$ cat src/rtl/tmo_pkg.sv
package tmo_pkg;

    typedef logic [2:0] msel_t;

    localparam msel_t MS_RESET  = 3'b000;
    localparam msel_t MS_ENABLE = 3'b001;
    localparam msel_t MS_UPDATE = 3'b010;

    typedef struct packed {
        logic  cen;
        msel_t msel;
        logic  msm;
        logic  gate;
        logic  trst;
    } ctrl_t;

    localparam ctrl_t CTRL_RST = '0;

endpackage

$ cat src/rtl/tmo_sync.sv
module tmo_sync #(
    parameter int STAGES = 2
) (
    input  logic clk,
    input  logic rst_n,
    input  logic din,
    output logic sync_o,
    output logic dly1_o,
    output logic dly2_o
);
    localparam int N = STAGES + 2;

    logic [N-1:0] chain_d, chain_q;

    always_comb begin
        chain_d = {chain_q[N-2:0], din};
    end

    always_ff @(posedge clk or negedge rst_n) begin
        if (!rst_n) chain_q <= '0;
        else        chain_q <= chain_d;
    end

    assign sync_o = chain_q[STAGES-1];
    assign dly1_o = chain_q[STAGES];
    assign dly2_o = chain_q[STAGES+1];

    // each delay tap is the previous one shifted by a clock
    a_r9_chain: assert property (@(posedge clk) disable iff (!rst_n)
        1'b1 |=> (dly1_o == $past(sync_o)));

endmodule

$ cat src/rtl/tmo_counter.sv
module tmo_counter #(
    parameter int CW = 8
) (
    input  logic          clk,
    input  logic          rst_n,
    input  logic          cnt_en,
    input  logic          clr,
    input  logic [CW-1:0] reload,
    output logic [CW-1:0] cnt,
    output logic          upd_evt,
    output logic          upd
);
    typedef struct packed {
        logic [CW-1:0] cnt;
        logic          upd;
    } st_t;

    localparam logic [CW-1:0] ONE = {{(CW-1){1'b0}}, 1'b1};

    st_t  st_d, st_q;
    logic wrap;

    always_comb begin
        st_d    = st_q;
        wrap    = cnt_en && !clr && (st_q.cnt == reload);
        upd_evt = clr || wrap;
        if (clr || wrap) st_d.cnt = '0;
        else if (cnt_en) st_d.cnt = st_q.cnt + ONE;
        st_d.upd = upd_evt;
    end

    always_ff @(posedge clk or negedge rst_n) begin
        if (!rst_n) st_q <= '0;
        else        st_q <= st_d;
    end

    assign cnt = st_q.cnt;
    assign upd = st_q.upd;

    a_r2_increment: assert property (@(posedge clk) disable iff (!rst_n)
        (cnt_en && !clr && cnt != reload) |=> (cnt == $past(cnt) + ONE) && !upd);

    a_r3_wrap: assert property (@(posedge clk) disable iff (!rst_n)
        (cnt_en && !clr && cnt == reload) |=> (cnt == '0) && upd);

    a_r4_clear: assert property (@(posedge clk) disable iff (!rst_n)
        clr |=> (cnt == '0) && upd);

    a_r1_hold: assert property (@(posedge clk) disable iff (!rst_n)
        (!cnt_en && !clr) |=> $stable(cnt) && !upd);

endmodule

$ cat src/rtl/tmo_trgo_sel.sv
module tmo_trgo_sel
    import tmo_pkg::*;
(
    input  logic  clk,
    input  logic  rst_n,
    input  msel_t msel,
    input  logic  ug,
    input  logic  trst_evt,
    input  logic  en_raw,
    input  logic  upd_evt,
    output logic  trgo
);
    typedef struct packed {
        logic pend;
        logic trgo;
    } st_t;

    st_t st_d, st_q;

    always_comb begin
        st_d.pend = trst_evt;
        case (msel)
            MS_RESET:  st_d.trgo = ug || st_q.pend;
            MS_ENABLE: st_d.trgo = en_raw;
            MS_UPDATE: st_d.trgo = upd_evt;
            default:   st_d.trgo = 1'b0;
        endcase
    end

    always_ff @(posedge clk or negedge rst_n) begin
        if (!rst_n) st_q <= '0;
        else        st_q <= st_d;
    end

    assign trgo = st_q.trgo;

    a_r8_reserved_low: assert property (@(posedge clk) disable iff (!rst_n)
        (msel > MS_UPDATE) |=> !trgo);

    a_r10_late_pulse: assert property (@(posedge clk) disable iff (!rst_n)
        (msel == MS_RESET && trst_evt) |=> ##1 ($past(msel) != MS_RESET || trgo));

endmodule

$ cat src/rtl/tmo_timer.sv
module tmo_timer
    import tmo_pkg::*;
#(
    parameter int CW     = 8,
    parameter int AW     = 2,
    parameter int STAGES = 2
) (
    input  logic          clk,
    input  logic          rst_n,
    input  logic          wr_en,
    input  logic [AW-1:0] wr_addr,
    input  logic [CW-1:0] wr_data,
    input  logic          trig_in,
    output logic          trig_out,
    output logic [CW-1:0] count,
    output logic          update
);
    localparam logic [AW-1:0] A_CTRL   = AW'(0);
    localparam logic [AW-1:0] A_MASTER = AW'(1);
    localparam logic [AW-1:0] A_SLAVE  = AW'(2);
    localparam logic [AW-1:0] A_RELOAD = AW'(3);

    typedef struct packed {
        ctrl_t         ctl;
        logic [CW-1:0] reload;
    } regs_t;

    regs_t regs_d, regs_q;

    logic ug, trig_s, trig_d1, trig_d2;
    logic trig_eff, trig_eff_prev, rise, trst_evt, clr;
    logic en_raw, cnt_en, upd_evt;

    tmo_sync #(.STAGES(STAGES)) u_sync (
        .clk(clk), .rst_n(rst_n), .din(trig_in),
        .sync_o(trig_s), .dly1_o(trig_d1), .dly2_o(trig_d2)
    );

    always_comb begin
        regs_d = regs_q;
        ug     = wr_en && (wr_addr == A_CTRL) && wr_data[1];
        if (wr_en) begin
            case (wr_addr)
                A_CTRL:   regs_d.ctl.cen = wr_data[0];
                A_MASTER: begin
                    regs_d.ctl.msel = wr_data[2:0];
                    regs_d.ctl.msm  = wr_data[3];
                end
                A_SLAVE: begin
                    regs_d.ctl.gate = wr_data[0];
                    regs_d.ctl.trst = wr_data[1];
                end
                default:  regs_d.reload = wr_data;
            endcase
        end

        trig_eff      = regs_q.ctl.msm ? trig_d1 : trig_s;
        trig_eff_prev = regs_q.ctl.msm ? trig_d2 : trig_d1;
        rise          = trig_eff && !trig_eff_prev;
        trst_evt      = regs_q.ctl.trst && rise;
        clr           = ug || trst_evt;
        en_raw        = regs_q.ctl.cen || (regs_q.ctl.gate && trig_s);
        cnt_en        = regs_q.ctl.cen || (regs_q.ctl.gate && trig_eff);
    end

    always_ff @(posedge clk or negedge rst_n) begin
        if (!rst_n) begin
            regs_q.ctl    <= CTRL_RST;
            regs_q.reload <= '1;
        end else begin
            regs_q <= regs_d;
        end
    end

    tmo_counter #(.CW(CW)) u_counter (
        .clk(clk), .rst_n(rst_n), .cnt_en(cnt_en), .clr(clr),
        .reload(regs_q.reload), .cnt(count), .upd_evt(upd_evt), .upd(update)
    );

    tmo_trgo_sel u_trgo (
        .clk(clk), .rst_n(rst_n), .msel(regs_q.ctl.msel), .ug(ug),
        .trst_evt(trst_evt), .en_raw(en_raw), .upd_evt(upd_evt), .trgo(trig_out)
    );

    a_r7_update_mode: assert property (@(posedge clk) disable iff (!rst_n)
        (regs_q.ctl.msel == MS_UPDATE) |=> (trig_out == update));

    a_r6_enable_mode: assert property (@(posedge clk) disable iff (!rst_n)
        (regs_q.ctl.msel == MS_ENABLE && regs_q.ctl.cen) |=> trig_out);

    a_r5_sw_pulse: assert property (@(posedge clk) disable iff (!rst_n)
        (regs_q.ctl.msel == MS_RESET && ug) |=> (trig_out && update && count == '0));

    a_r11_aligned_gate: assert property (@(posedge clk) disable iff (!rst_n)
        (regs_q.ctl.msm && regs_q.ctl.gate && !regs_q.ctl.cen && !trig_d1 && !clr)
            |=> $stable(count));

endmodule

$ cat config.mk
export PLATFORM = sky130hd
export DESIGN_NAME = tmo_timer
export DESIGN_NICKNAME = d
export VERILOG_FILES = /design/src/rtl/tmo_pkg.sv /design/src/rtl/tmo_sync.sv /design/src/rtl/tmo_counter.sv /design/src/rtl/tmo_trgo_sel.sv /design/src/rtl/tmo_timer.sv
export SDC_FILE = /design/constraint.sdc
export NUM_CORES = 1
export LEC_CHECK = 0
export BUFFER_PORTS_ARGS = -buffer_cell sky130_fd_sc_hd__buf_2
export CAP_MARGIN = 20
export CORE_AREA = 2 2 53 55
export CTS_CLUSTER_DIAMETER = 80
export DETAILED_ROUTE_END_ITERATION = 7
export DIE_AREA = 0 0 55 57
export GPL_TIMING_DRIVEN = 0
export PLACE_DENSITY = 0.75
export REMOVE_ABC_BUFFERS = 1
export SLEW_MARGIN = 20
export SYNTH_ARGS = -nofsm -noshare
export SYNTH_HDL_FRONTEND = slang
export SYNTH_HIERARCHICAL = 1
export SYNTH_SLANG_ARGS = --single-unit
$ cat constraint.sdc
create_clock -name clk -period 4.77 [get_ports clk]
set_input_delay 1.431 -clock clk [delete_from_list [all_inputs] [get_ports clk]]
set_output_delay 1.431 -clock clk [all_outputs]
set_load 0.01 [all_outputs]
==> flow_summary_export.csv <==
group,metric,value,unit
critical_path,required_time_of_the_critical_path,3340,ps
final_layout,layout-drive-gt1-share,0.415,
clock_network,cts_hold_repair.buffers,0,
critical_path,cp_data_arrival_time,950,ps
clock_network,insertion_delay_to_the_later_sink_of_the_worst_skew_pair,330,ps
power_and_ir_drop,total_power_draw,0.653,mW
critical_path,worst_setup_path_end_kind,"primary output",
global_routing,grt-ovfl-total,0,
final_layout,area_growth,14.7,%
min_path,hold-path-cell-count,0,
timing,timing.final.crit_share,0.499,
yosys,synth_seq_cells,30,
critical_path,r2r_end,"u_trgo/trgo",
global_routing,largest_net_degree_at_the_start_of_global_routing,31,
min_path,hold_end,"u_sync/chain_q[1]",
clock_network,worst_setup_hold_path_clk_slew,100,ps
route,wirelength_met1,1.01,mm
route,detailedRoute.firstIterationViolations,6,
route,vias_per_cell,5.42,
route,wire_per_inst,14.0,um
critical_path,crit-reg2reg-launch,"u_counter/cnt[0]",
route,detail_route.drc_violations,0,
clock_network,cts_resized,0,
critical_path,critical_path.cell_chain,"buf_2",
timing,finalSetupViolCount,0,
die,boundaryPins,24,
yosys,yosys_warnings,6,
power_and_ir_drop,power-per-cell-area,427,nW/um2
global_routing,grt_first_pass_wirelength,3.77,mm
critical_path,critical_path.max_fanout,5,
min_path,hold_class,"reg2reg",
critical_path,r2r.worst_path.cells,5,
timing,worst-slew-pin-transition,638,ps
global_routing,antenna_found_initial,0,
clock_network,postCtsSetupRepairBufs,0,
timing,fin_tns_setup,0,ps
route,drt.antenna.violating_nets,0,
route,vias,873,
clock_network,ctsRootBufferMaster,"sky130_fd_sc_hd__clkbuf_4",
yosys,synthDistinctLibCells,27,
timing,timing.final.crit_period,2380,ps
timing,rsz0062_at_grt,"false",
final_layout,layout.cells.most_common,"sky130_fd_sc_hd__buf_2",
placement,gp_congestion,0.763,
critical_path,crit_path_max_incr_delay,450,ps
die,die-area,3140,um2
critical_path,critical_path.top_delay_family,"flip-flops",
yosys,synth.yosys.seq_area_share,0.571,
route,met3_length,148,um
critical_path,cp_slowest_cell,"sky130_fd_sc_hd__dfrtp_1",
die,die_width,55,um
critical_path,critical_path.startpoint_type,"flop",
power_and_ir_drop,p_leak,0.733,nW
placement,port_buffers,23,
clock_network,cts_max_level,2,
power_and_ir_drop,ir_worst_vdd,0.274,mV
clock_network,cts.sinks,30,
timing,timing.fmax,420,MHz
timing,holdWs,352,ps
yosys,average_cell_area_after_synthesis,13.2,um2
route,uppermost_metal_layer_occupied_by_signal_nets,"met4",
die,initial_standard_cell_utilization_of_the_core,0.510,
final_layout,nets,144,
timing,maxSlewViolCount,0,
critical_path,worstSetupPathType,"reg2out",
timing,final_hold_viol_count,0,
job,max-cap-violations,0,
route,pre_antenna_drt_iters,4,
min_path,hold_path_start,"u_sync/chain_q[0]",
final_layout,layout_common_cells,"23 x sky130_fd_sc_hd__buf_2, 22 x sky130_fd_sc_hd__dfrtp_1, 15 x sky130_fd_sc_hd__mux2_2, 10 x sky130_fd_sc_hd__xor2_1, 10 x sky130_fd_sc_hd__nor2_1",
die,die_h,57,um
global_routing,first_global_vias,856,
clock_network,cts_buffer_depth,2,
run_status,status,"completed",
placement,detailed_place_hpwl,1.65,mm
critical_path,cp_num_buf_inv,1,
critical_path,ff2ff_setup_slack,3040,ps
global_routing,grt_util_all_layers,0.179,
route,routed_wirelength,2.25,mm
die,core,2620,um2
clock_network,cts_inserted_buffers,5,
yosys,netlist_area,1330,um2
timing,clock-skew-final,19.3,ps
die,std_cell_rows,19,
timing,slew_headroom,0.575,
clock_network,clock_tree_from_tritoncts,"yes",
route,met2_wirelength,1.03,mm
final_layout,diodes,0,
yosys,postSynthCellCount,101,
-- logic make-up after synthesis --
group	Yosys count	synth area share
AND/OR/NAND/NOR	31	0.132
flip-flops	30	0.571
multiplexers	17	0.143
XOR/XNOR	15	0.0986
AO/OA/AOI/OAI	4	0.0310
buffers and inverters	3	0.0150
adder cells (fa/ha/maj)	1	0.00939
-- layer usage --
layer	global-route usage	vias to the layer above
met4	0.0941	0
met2	0.269	26
met3	0.0785	7
met1	0.215	432
met5	0	-
li1	-	408
-- Yosys cell counts --
master,n,area (um2)
sky130_fd_sc_hd__xnor2_1,5,43.8
sky130_fd_sc_hd__or4bb_1,1,11.3
sky130_fd_sc_hd__nand3_2,1,10.0
sky130_fd_sc_hd__nand4_1,2,12.5
sky130_fd_sc_hd__mux2i_1,1,10.0
sky130_fd_sc_hd__nor3_1,3,15.0
sky130_fd_sc_hd__nor3b_1,1,7.51
sky130_fd_sc_hd__mux2_1,1,11.3
sky130_fd_sc_hd__a21o_1,2,15.0
sky130_fd_sc_hd__a41o_1,1,10.0
sky130_fd_sc_hd__nand2_1,5,18.8
sky130_fd_sc_hd__buf_6,1,11.3
sky130_fd_sc_hd__o41ai_2,1,16.3
sky130_fd_sc_hd__ha_1,1,12.5
sky130_fd_sc_hd__mux2_2,15,169
sky130_fd_sc_hd__nor2_1,10,37.5
sky130_fd_sc_hd__dfrtp_1,22,551
sky130_fd_sc_hd__dfstp_2,8,210
sky130_fd_sc_hd__xor2_1,10,87.6
sky130_fd_sc_hd__nand4bb_1,2,22.5
sky130_fd_sc_hd__nor4_1,1,6.26
sky130_fd_sc_hd__nor2b_1,1,6.26
sky130_fd_sc_hd__inv_1,1,3.75
sky130_fd_sc_hd__clkbuf_2,1,5.00
sky130_fd_sc_hd__nand4b_1,1,8.76
sky130_fd_sc_hd__nand3_1,1,5.00
sky130_fd_sc_hd__nand3b_1,2,15.0
-- how the worst max path moves through the flow --
stage | start | endpoint | slack, ps | cells past startpoint
2_1_floorplan | wr_addr[0] | u_trgo/trgo | 2530 | 5
3_3_place_gp | wr_addr[0] | u_trgo/trgo | 2200 | 6
3_5_place_dp | wr_addr[0] | u_trgo/trgo | 2220 | 6
4_1_cts | u_counter/cnt[0] | count[0] | 2350 | 1
5_1_grt | u_counter/cnt[5] | count[5] | 2290 | 1
6_report | u_counter/cnt[0] | count[0] | 2390 | 1
-- final cells by class --
cell class,instances,area [um2]
flip-flops and latches,30,761
repair buffers,23,115
multi-input cells,68,552
clock buffers,8,58.8
fillers,232,1090
well taps,31,38.8
inverters,1,3.75
-- through the flow --
stage	cell area (um2)	instances	util	setup slack [ps]
after floorplan	1320	99	-	2530
after global placement	1470	153	0.562	2200
after detailed placement	1470	153	0.562	2220
after CTS	1530	161	0.585	2350
after global routing	1530	161	0.585	2290
final	1530	161	0.585	2390
-- registers in the layout, summed over array words and instances, names as in the netlist --
name,count
regs_q,15
u_counter/cnt,8
u_counter/upd,1
u_sync/chain_q,4
u_trgo/st_q,1
u_trgo/trgo,1
-- where the power goes --
| group | internal [mW] | switching [mW] |
|---|---|---|
| Combinational | 0.0780 | 0.0681 |
| Clock | 0.0726 | 0.0790 |
| Sequential | 0.310 | 0.0460 |
| Total | 0.460 | 0.193 |
Power figures use the tool's default switching activity.
